===== config.mk =====
export PLATFORM = sky130hd
export DESIGN_NAME = pci_sb_ctrl
export DESIGN_NICKNAME = d
export VERILOG_FILES = /design/src/rtl/pci_sb_pkg.sv /design/src/rtl/sb_strap_capture.sv /design/src/rtl/sb_pulse_gen.sv /design/src/rtl/sb_ctrl_bits.sv /design/src/rtl/sb_readback.sv /design/src/rtl/pci_sb_ctrl.sv
export SDC_FILE = /design/constraint.sdc
export NUM_CORES = 1
export LEC_CHECK = 0
export BUFFER_PORTS_ARGS = -buffer_cell sky130_fd_sc_hd__buf_4
export CORE_MARGIN = 3
export CORE_UTILIZATION = 32
export CTS_CLUSTER_SIZE = 12
export DETAILED_ROUTE_END_ITERATION = 8
export PLACE_DENSITY = 0.84
export SLEW_MARGIN = 10
export SYNTH_ARGS = -nofsm -noshare
export SYNTH_HDL_FRONTEND = slang
export SYNTH_SLANG_ARGS = --single-unit

===== constraint.sdc =====
create_clock -name clk -period 4.3 [get_ports clk]
set_clock_uncertainty 0.15 [all_clocks]
set_input_delay 0.86 -clock clk [delete_from_list [all_inputs] [get_ports clk]]
set_output_delay 0.86 -clock clk [all_outputs]
set_load 0.01 [all_outputs]

===== src/rtl/pci_sb_pkg.sv =====
package pci_sb_pkg;
    // Bit positions inside the control word; software decodes these.
    localparam int BIT_RST    = 1;
    localparam int BIT_INTA   = 2;
    localparam int BIT_SERR   = 3;
    localparam int STRAP_LSB  = 4;
    localparam int STRAP_W    = 2;
    localparam int USED_MSB   = STRAP_LSB + STRAP_W - 1;

    // Decoded access, produced once at the top and shared by sub-blocks.
    typedef struct packed {
        logic wr_hit;
        logic rd_hit;
        logic serr_set;
        logic inta_val;
        logic rst_val;
    } sb_cmd_t;
endpackage


===== src/rtl/sb_strap_capture.sv =====
module sb_strap_capture #(
    parameter int W = 2
) (
    input  logic         clk,
    input  logic         por,
    input  logic [W-1:0] pins,
    output logic [W-1:0] straps
);
    typedef struct packed {
        logic [W-1:0] val;
    } strap_t;

    strap_t s_d, s_q;

    // Track the pins during power-on reset, hold afterwards.
    always_comb begin
        s_d = s_q;
        if (por) begin
            s_d.val = pins;
        end
    end

    always_ff @(posedge clk) begin
        s_q <= s_d;
    end

    assign straps = s_q.val;
endmodule


===== src/rtl/sb_pulse_gen.sv =====
module sb_pulse_gen (
    input  logic clk,
    input  logic por,
    input  logic srst,
    input  logic serr_set,
    input  logic serr_en,
    input  logic host_mode,
    output logic serr_oe,
    output logic serr_irq
);
    typedef struct packed {
        logic oe;
        logic irq;
    } pulse_t;

    pulse_t p_d, p_q;

    // Each qualifying write yields exactly one registered pulse.
    always_comb begin
        p_d     = '0;
        if (!por && !srst && serr_set && serr_en) begin
            if (host_mode) begin
                p_d.irq = 1'b1;
            end else begin
                p_d.oe  = 1'b1;
            end
        end
    end

    always_ff @(posedge clk) begin
        p_q <= p_d;
    end

    assign serr_oe  = p_q.oe;
    assign serr_irq = p_q.irq;
endmodule


===== src/rtl/sb_ctrl_bits.sv =====
module sb_ctrl_bits (
    input  logic clk,
    input  logic por,
    input  logic srst,
    input  logic wr_hit,
    input  logic inta_wr,
    input  logic rst_wr,
    input  logic host_mode,
    output logic inta_bit,
    output logic rst_bit,
    output logic inta_oe,
    output logic rst_oe
);
    typedef struct packed {
        logic inta;
        logic rst;
    } ctrl_t;

    ctrl_t c_d, c_q;

    always_comb begin
        c_d = c_q;
        if (wr_hit) begin
            c_d.inta = inta_wr;
            c_d.rst  = rst_wr;
        end
        // Soft reset reaches only the interrupt bit.
        if (srst) begin
            c_d.inta = 1'b0;
        end
        if (por) begin
            c_d.inta = 1'b0;
            c_d.rst  = 1'b0;
        end
    end

    always_ff @(posedge clk) begin
        c_q <= c_d;
    end

    assign inta_bit = c_q.inta;
    assign rst_bit  = c_q.rst;
    assign inta_oe  = c_q.inta & ~host_mode;
    assign rst_oe   = c_q.rst | por;
endmodule


===== src/rtl/sb_readback.sv =====
module sb_readback
    import pci_sb_pkg::*;
#(
    parameter int DATA_W = 32
) (
    input  logic               clk,
    input  logic               por,
    input  logic               srst,
    input  logic               rd_hit,
    input  logic [STRAP_W-1:0] straps,
    input  logic               inta_bit,
    input  logic               rst_bit,
    output logic [DATA_W-1:0]  rdata
);
    typedef struct packed {
        logic [DATA_W-1:0] data;
    } rd_t;

    rd_t r_d, r_q;

    // Bit 3 and every unlisted bit stay 0.
    always_comb begin
        r_d = '0;
        if (rd_hit && !por && !srst) begin
            r_d.data[STRAP_LSB +: STRAP_W] = straps;
            r_d.data[BIT_INTA]             = inta_bit;
            r_d.data[BIT_RST]              = rst_bit;
        end
    end

    always_ff @(posedge clk) begin
        r_q <= r_d;
    end

    assign rdata = r_q.data;
endmodule


===== src/rtl/pci_sb_ctrl.sv =====
module pci_sb_ctrl
    import pci_sb_pkg::*;
#(
    parameter int ADDR_W   = 4,
    parameter int DATA_W   = 32,
    parameter int REG_ADDR = 0
) (
    input  logic              clk,
    input  logic              por,
    input  logic              srst,
    input  logic              host_mode,
    input  logic              serr_en,
    input  logic [1:0]        strap_in,
    input  logic              req_valid,
    input  logic              req_write,
    input  logic [ADDR_W-1:0] req_addr,
    input  logic [DATA_W-1:0] req_wdata,
    output logic [DATA_W-1:0] rsp_rdata,
    output logic              serr_oe,
    output logic              inta_oe,
    output logic              rst_oe,
    output logic              serr_irq
);
    localparam logic [ADDR_W-1:0] MY_ADDR = ADDR_W'(REG_ADDR);

    sb_cmd_t            cmd;
    logic [STRAP_W-1:0] straps;
    logic               inta_bit;
    logic               rst_bit;
    logic               unused_wdata;

    always_comb begin
        cmd          = '0;
        cmd.wr_hit   = req_valid && req_write  && (req_addr == MY_ADDR);
        cmd.rd_hit   = req_valid && !req_write && (req_addr == MY_ADDR);
        cmd.serr_set = cmd.wr_hit && req_wdata[BIT_SERR];
        cmd.inta_val = req_wdata[BIT_INTA];
        cmd.rst_val  = req_wdata[BIT_RST];
    end

    assign unused_wdata = ^req_wdata;

    sb_strap_capture #(.W(STRAP_W)) u_strap (
        .clk    (clk),
        .por    (por),
        .pins   (strap_in),
        .straps (straps)
    );

    sb_pulse_gen u_pulse (
        .clk       (clk),
        .por       (por),
        .srst      (srst),
        .serr_set  (cmd.serr_set),
        .serr_en   (serr_en),
        .host_mode (host_mode),
        .serr_oe   (serr_oe),
        .serr_irq  (serr_irq)
    );

    sb_ctrl_bits u_ctrl (
        .clk       (clk),
        .por       (por),
        .srst      (srst),
        .wr_hit    (cmd.wr_hit),
        .inta_wr   (cmd.inta_val),
        .rst_wr    (cmd.rst_val),
        .host_mode (host_mode),
        .inta_bit  (inta_bit),
        .rst_bit   (rst_bit),
        .inta_oe   (inta_oe),
        .rst_oe    (rst_oe)
    );

    sb_readback #(.DATA_W(DATA_W)) u_rd (
        .clk      (clk),
        .por      (por),
        .srst     (srst),
        .rd_hit   (cmd.rd_hit),
        .straps   (straps),
        .inta_bit (inta_bit),
        .rst_bit  (rst_bit),
        .rdata    (rsp_rdata)
    );
endmodule


==> results of run 1 <==
power by group:
group	internal, mW	leakage, nW	switching [mW]
clock	0.0359	0.0150	0.0315
sequential	0.0974	0.0840	0.000375
combinational	0.0109	0.253	0.0172
synthesized netlist by cell type (all sizes together):
library cell | instances | area share
or4 | 1 | 0.019
buf | 28 | 0.36
nand2b | 1 | 0.011
inv | 2 | 0.013
and2 | 5 | 0.054
or3 | 2 | 0.022
nand2 | 1 | 0.0065
dfxtp | 8 | 0.28
edfxtp | 2 | 0.10
or2 | 1 | 0.011
nand3b | 1 | 0.013
a21oi | 1 | 0.0086
a211oi | 1 | 0.022
nor4 | 2 | 0.032
conb | 1 | 0.0065
o21ai | 2 | 0.017
nor2b | 2 | 0.022
state kept, by name, indices dropped and copies added (netlist names):
| register | cells |
|---|---|
| u_ctrl.inta_bit | 1 |
| u_pulse.serr_oe | 1 |
| u_strap.straps | 2 |
| u_ctrl.rst_bit | 1 |
| u_pulse.serr_irq | 1 |
| u_rd.rdata | 4 |
worst min path at each step:
stage                       from       endpoint  slack (ns)  cells past startpoint
2_1_floorplan  u_strap.straps[0]  u_rd.rdata[4]        0.27                      1
3_3_place_gp   u_strap.straps[1]  u_rd.rdata[5]        0.28                      1
3_5_place_dp   u_strap.straps[0]  u_rd.rdata[4]        0.30                      1
4_1_cts        u_strap.straps[0]  u_rd.rdata[4]        0.31                      1
5_1_grt        u_strap.straps[1]  u_rd.rdata[5]        0.34                      1
6_report       u_strap.straps[1]  u_rd.rdata[5]        0.31                      1
final cells by class:
class	instances	area (sq um)	share of cell area
well taps	24	30.0	0.0429
repair buffers	23	173	0.247
inverters	2	7.51	0.0107
clock buffers	4	26.3	0.0376
multi-input cells	48	243	0.347
flip-flops and latches	10	220	0.315
layer usage:
layer | share of wire | up-vias
met3 | 0.16 | 4
li1 | - | 191
met2 | 0.55 | 33
met4 | 0.032 | 0
met1 | 0.27 | 175
met5 | 0 | -
worst max-delay path, stage by stage:
cell and delay, ns:
buf_4 0.14, or2_2 0.27, buf_4 0.15
placed cells by master, fill, tap and decap left out:
master | synthesis | routed
a211oi_2 | 1 | 1
a21oi_1 | 1 | 1
and2_1 | 5 | 5
buf_4 | 28 | 23
clkbuf_1 | 0 | 1
clkbuf_4 | 0 | 3
conb_1 | 1 | 28
dfxtp_1 | 8 | 8
edfxtp_1 | 2 | 2
inv_1 | 2 | 2
nand2_1 | 1 | 1
nand2b_1 | 1 | 1
nand3b_1 | 1 | 1
nor2b_1 | 2 | 2
nor4_1 | 1 | 1
nor4_2 | 1 | 1
o21ai_0 | 1 | 1
o21ai_1 | 1 | 1
or2_2 | 1 | 1
or3_1 | 2 | 2
or4_4 | 1 | 1
logic make-up (layout without fill, tap and decap cells):
logic type,Yosys count,in the layout
buf+inv,30,29
flops,10,10
compound gates,4,4
other cells,1,28
simple gates,16,16
per-stage QoR:
step | power [mW] | hold slack (ns) | setup slack [ns] | util | area [sq um]
6_report | 0.193 | 0.305 | 1.87 | 0.434 | 699
5_1_grt | 0.205 | 0.337 | 1.86 | 0.434 | 699
4_1_cts | 0.194 | 0.313 | 1.87 | 0.434 | 699
3_5_place_dp | 0.127 | 0.297 | 1.87 | 0.418 | 673
3_3_place_gp | 0.127 | 0.276 | 1.88 | 0.418 | 673
2_1_floorplan | 0.132 | 0.270 | 2.14 | - | 681
==> metrics.md, run 1 <==
| Metric | Value |
|---|---|
| RR Startpoint | `u_ctrl.inta_bit` |
| Post-CTS Setup Bufs | `0` |
| Register bit total from synthesis | `10` |
| Synth Area in Simple Gates | `0.190` |
| RSZ-0062 raised after global routing | `false` |
| Final hold violation count | `0` |
| Rows | `14` |
| Pins Over Slew Limit | `0` |
| WS Path Type | `in2out` |
| Worst-Skew Late Latency | `0.27 ns` |
| Root buf cell | `clkbuf_4` |
| Largest family of logic cells by synthesized area | `buffers and inverters` |
| Num CTS Buffers | `3` |
| Register-to-Register Setup Slack | `3.44 ns` |
| Share of cells above drive strength 1 | `0.345` |
| Antenna violations before repair | `0` |
| Die Y | `48.5 um` |
| Mapped Area | `between 500 and 600 sq um` |
| Max-Cap Viols | `0` |
| Hold-fix buffers, CTS | `0` |
| Setup TNS | `0 ns` |
| Hold crit path type | `reg2reg` |
| DRT antenna net count | `0` |
| Num Clock Sinks | `10` |
| Die ar. | `~2400 sq um` |
| Num ports | `81` |
| Vias in the first global route | `356` |
| Width of the die | `48.5 um` |
| Syn_area_per_cell | `approximately 9.5 sq um` |
| Worst Setup EP | `rst_oe` |
| Post-Synth Adder-Cell Area | `0` |
| Leakage power | `0.352 nW` |
| Nature of the critical path endpoint | `output pin` |
| Complex-gate fraction of the synthesized area | `0.0475` |
| R2R Path End | `u_ctrl.inta_bit` |
| Nets@finish | `133` |
| Power per standard cell area | `276 nW/um^2` |
| Setup crit start kind | `input port` |
| Initial Util | `0.359` |
| Met2 Use GR | `0.163` |
| Via density | `around 3.6` |
| Largest net degree at the start of global routing | `8` |
| Deepest clock path buffer count | `2` |
| Yosys warning total | `0` |
| Setup crit start | `por` |
| Area share of xor/xnor cells in the synthesized design | `0` |
| FF-to-FF path depth | `2` |
| Fin crit share | `0.565` |
| Detailed Route WL | `1010 um` |
| GR Util All Layers | `0.0910` |
| Vias | `~400` |
| Non-filler instance count after layout | `111` |
| PortBufs | `23` |
| Final number of setup-violating endpoints | `0` |
| Worst Path Required | `between 3 and 4 ns` |
| Seq/Total Area, Yosys | `0.380` |
| Grt met1 use | `0.0674` |
| Fill count | `163` |
| Fmax | `approximately 0.41 GHz` |
| Drt wl/cell | `9.06 um` |
| # resized after CTS | `0` |
| Area delta synth->final | `20.7%` |
| Crit path arrival time | `1.42 ns` |
| Minimum clock period | `2.43 ns` |
| Run status | `finished, final reports clean` |
| Overflow after GRT | `0` |
| Gpl congestion | `0.741` |
| Synth Instances | `61` |
| Busiest layer in global routing | `met2` |
| Pre-antenna DRT Iters | `2` |
| Worst-path clk slew | `0.06 ns` |
| Core Region | `1610 sq um` |
| Mux cell area share after synthesis | `0` |
| Max FO, Critical Path | `7` |
| Hpwl dp | `870 um` |
| Worst vdd ir | `roughly 0.000085 V` |
| Grt met3 use | `0.0583` |
| Iteration-0 DRC Markers | `3` |
| CTS tree | `done` |
| Placed cell count | `107` |
| # diodes | `0` |
| H-tree levels | `1` |
| # DRC | `0` |
| Cell variety after synth | `19` |
| Global-route wire length before repair | `1560 um` |
Power figures use the tool's default switching activity.
==> run 2: changes to the inputs <==
- ABC_AREA: unset -> 1
- CORE_UTILIZATION: 32 -> 30
- PLACE_DENSITY: 0.84 -> 0.79
- clock period: 4.3 -> 2.4 ns (I/O delays scaled with it)
==> run 2 against run 1 <==
Critical path depth rose by 1. Largest power group unchanged. First-iteration DRC count fell by 67%. Hold slack got worse by 0.057 ns. Clock-buffer cell count fell by 1. Critical path type unchanged. Highest routed layer is now met3. Sequential power rose by 79%.
==> metrics.md, run 2 <==
| Metric | Value |
|---|---|
| Vias in the first global route | `344` |
| Power per standard cell area | `479 nW/um^2` |
| Yosys warning total | `0` |
| Most common cell after layout, fill and taps aside | `conb_1` |
| FF-to-FF path depth | `4` |
| Detailed Route WL | `899 um` |
| # resized after CTS | `0` |
| Most frequent cells in the layout | `28 x conb_1, 23 x buf_4, 10 x nor2_1` |
| Num Clock Sinks | `10` |
| # DRC | `0` |
| Syn_area_per_cell | `between 8 and 9 sq um` |
| Core Region | `1780 sq um` |
| # diodes | `0` |
| Run status | `finished, final reports clean` |
| Largest net degree at the start of global routing | `7` |
| Register bit total from synthesis | `10` |
| Worst-Skew Late Latency | `0.25 ns` |
| Pre-antenna DRT Iters | `4` |
| Top cells by count, synth | `28 x buf_4, 10 x nor2_1, 8 x dfxtp_1, 7 x inv_1, 6 x nand2_1` |
| Hold WS | `0.248 ns` |
| Number of flip-flops in the largest register | `4` |
| Hpwl dp | `approximately 800 um` |
| R2R Path End | `u_ctrl.rst_bit` |
| Final number of setup-violating endpoints | `0` |
| Synth Instances | `70` |
| Hold Crit Start | `strap_in[1]` |
| Top-area cell type share of the netlist area | `0.359` |
| Area delta synth->final | `20.7%` |
| Most frequent cell after synthesis | `buf_4` |
| Async S/R FF share, synth | `0` |
| Final hold violation count | `0` |
| H-tree levels | `1` |
| Hold depth | `1` |
| Clk pwr share | `0.326` |
| Drt wl/cell | `7.43 um` |
| Antenna violations before repair | `0` |
| Post-synth top flop | `dfxtp_1` |
| Pins Over Slew Limit | `0` |
| Internal | `254 uW` |
| Post-CTS Setup Bufs | `0` |
| Post-synth EDFFs | `2` |
| Setup TNS | `0 ns` |
| Overflow after GRT | `0` |
| Deepest clock path buffer count | `2` |
| Gpl congestion | `about 0.66` |
| Width of the die | `roughly 50 um` |
| Worst-path clk slew | `0.07 ns` |
| Num ports | `between 80 and 90` |
| WS Path Type | `in2out` |
| Max FO, Critical Path | `4` |
| PortBufs | `23` |
| Iteration-0 DRC Markers | `1` |
| Max-Cap Viols | `0` |
| Global-route wire length before repair | `1330 um` |
| Mapped Area | `586 sq um` |
| Nature of the critical path endpoint | `output pin` |
| Seq/Total Area, Yosys | `0.376` |
| Initial Util | `0.328` |
| Worst Path Required | `between 1.5 and 2 ns` |
| Minimum clock period | `roughly 1.5 ns` |
| Via density | `3.38` |
| Crit path arrival time | `0.86 ns` |
| Num CTS Buffers | `3` |
| Nets@finish | `142` |
| Sw Pwr | `84.3 uW` |
| Yosys top cell by area | `buf_4` |
| Hold-fix buffers, CTS | `0` |
| Setup crit start kind | `input port` |
| Final instance area | `~710 sq um` |
| Hold Crit Endpoint | `u_strap.straps[1]` |
| Combinational fraction of design power | `0.157` |
| Fmax | `0.670 GHz` |
| Root buf cell | `clkbuf_4` |
| Worst vdd ir | `roughly 0.00016 V` |
| Cell variety after synth | `13` |
| Top post-synthesis cells by area | `buf_4 36%, dfxtp_1 27%, edfxtp_1 10%` |
| Share of cells above drive strength 1 | `0.323` |
| Leakage power | `0.388 nW` |
| CTS tree | `done` |
| DRT antenna net count | `0` |
| RR Startpoint | `u_ctrl.rst_bit` |
| Register-to-Register Setup Slack | `1.62 ns` |
| RSZ-0062 raised after global routing | `false` |
| Hold crit path type | `in2reg` |
| Placed Area | `681 sq um` |
| Fin crit share | `0.622` |
| Rows | `15` |
| Switching portion of total power | `0.249` |
| Sequential Power Share | `0.518` |
| Die Y | `50.2 um` |
| GR Util All Layers | `0.0692` |
| Die ar. | `roughly 2500 sq um` |
| Vias | `409` |
[run 2: changes by cell type in the layout (fill, tap and decap cells not counted), moves of 2 or more]
| cell | change |
|---|---|
| nand2_1 | +5 |
| or3_1 | -2 |
| nor2b_1 | -2 |
| and2_1 | -5 |
| nor2_1 | +10 |
| nor2_2 | +3 |
| inv_1 | +5 |
[run 2: layer usage]
layer | wire length [um] | vias to the layer above | part of all wire | global-route usage
met2 | 466 | 32 | 0.52 | 0.124
met4 | 0 | 0 | 0 | 0.0276
met3 | 152 | 0 | 0.17 | 0.0386
met5 | 0 | - | 0 | 0
li1 | - | 206 | - | -
met1 | 281 | 171 | 0.31 | 0.0639
[run 2: layout make-up]
class / instances / area (sq um)
clock buffers: 3 / 22.5
clock inverters: 1 / 3.75
fillers: 177 / 1080
inverters: 7 / 26.3
multi-input cells: 52 / 230
flip-flops and latches: 10 / 220
well taps: 25 / 31.3
repair buffers: 23 / 173
[run 2: kinds of logic (layout without fill, tap and decap cells)]
group	count (synthesis)	after routing	synth area share
flops	10	10	0.376
simple gates	24	24	0.214
other cells	1	28	0.00640
buf+inv	35	34	0.404
[run 2: worst max-delay path by stage]
stage	from	endpoint	slack, ns	cells after the start
3_3_place_gp	por	rst_oe	0.90	4
2_1_floorplan	host_mode	inta_oe	1.12	1
4_1_cts	por	rst_oe	0.91	4
3_5_place_dp	por	rst_oe	0.91	4
5_1_grt	u_ctrl.inta_bit	inta_oe	0.81	3
6_report	por	rst_oe	0.91	4
[run 2: power groups by stage]
stage	Combinational (mW)	Sequential [mW]	Clock, mW
after floorplan	0.0622	0.179	0
after global placement	0.0515	0.179	0
after detailed placement	0.0521	0.179	0
after CTS	0.0522	0.175	0.113
after global routing	0.0583	0.175	0.129
final	0.0531	0.175	0.110
[run 2: critical path, stage by stage]
cell	delay, ns
buf_4	0.13
inv_1	0.06
nand2_1	0.05
buf_4	0.14
[run 2: per-stage QoR]
| step | std cells | total power, mW | setup slack [ns] | util |
|---|---|---|---|---|
| 5_1_grt | 121 | 0.363 | 0.808 | 0.396 |
| 4_1_cts | 121 | 0.341 | 0.905 | 0.396 |
| 3_5_place_dp | 117 | 0.231 | 0.907 | 0.382 |
| 3_3_place_gp | 117 | 0.230 | 0.898 | 0.382 |
| 2_1_floorplan | 97 | 0.241 | 1.12 | - |
| 6_report | 121 | 0.339 | 0.907 | 0.396 |
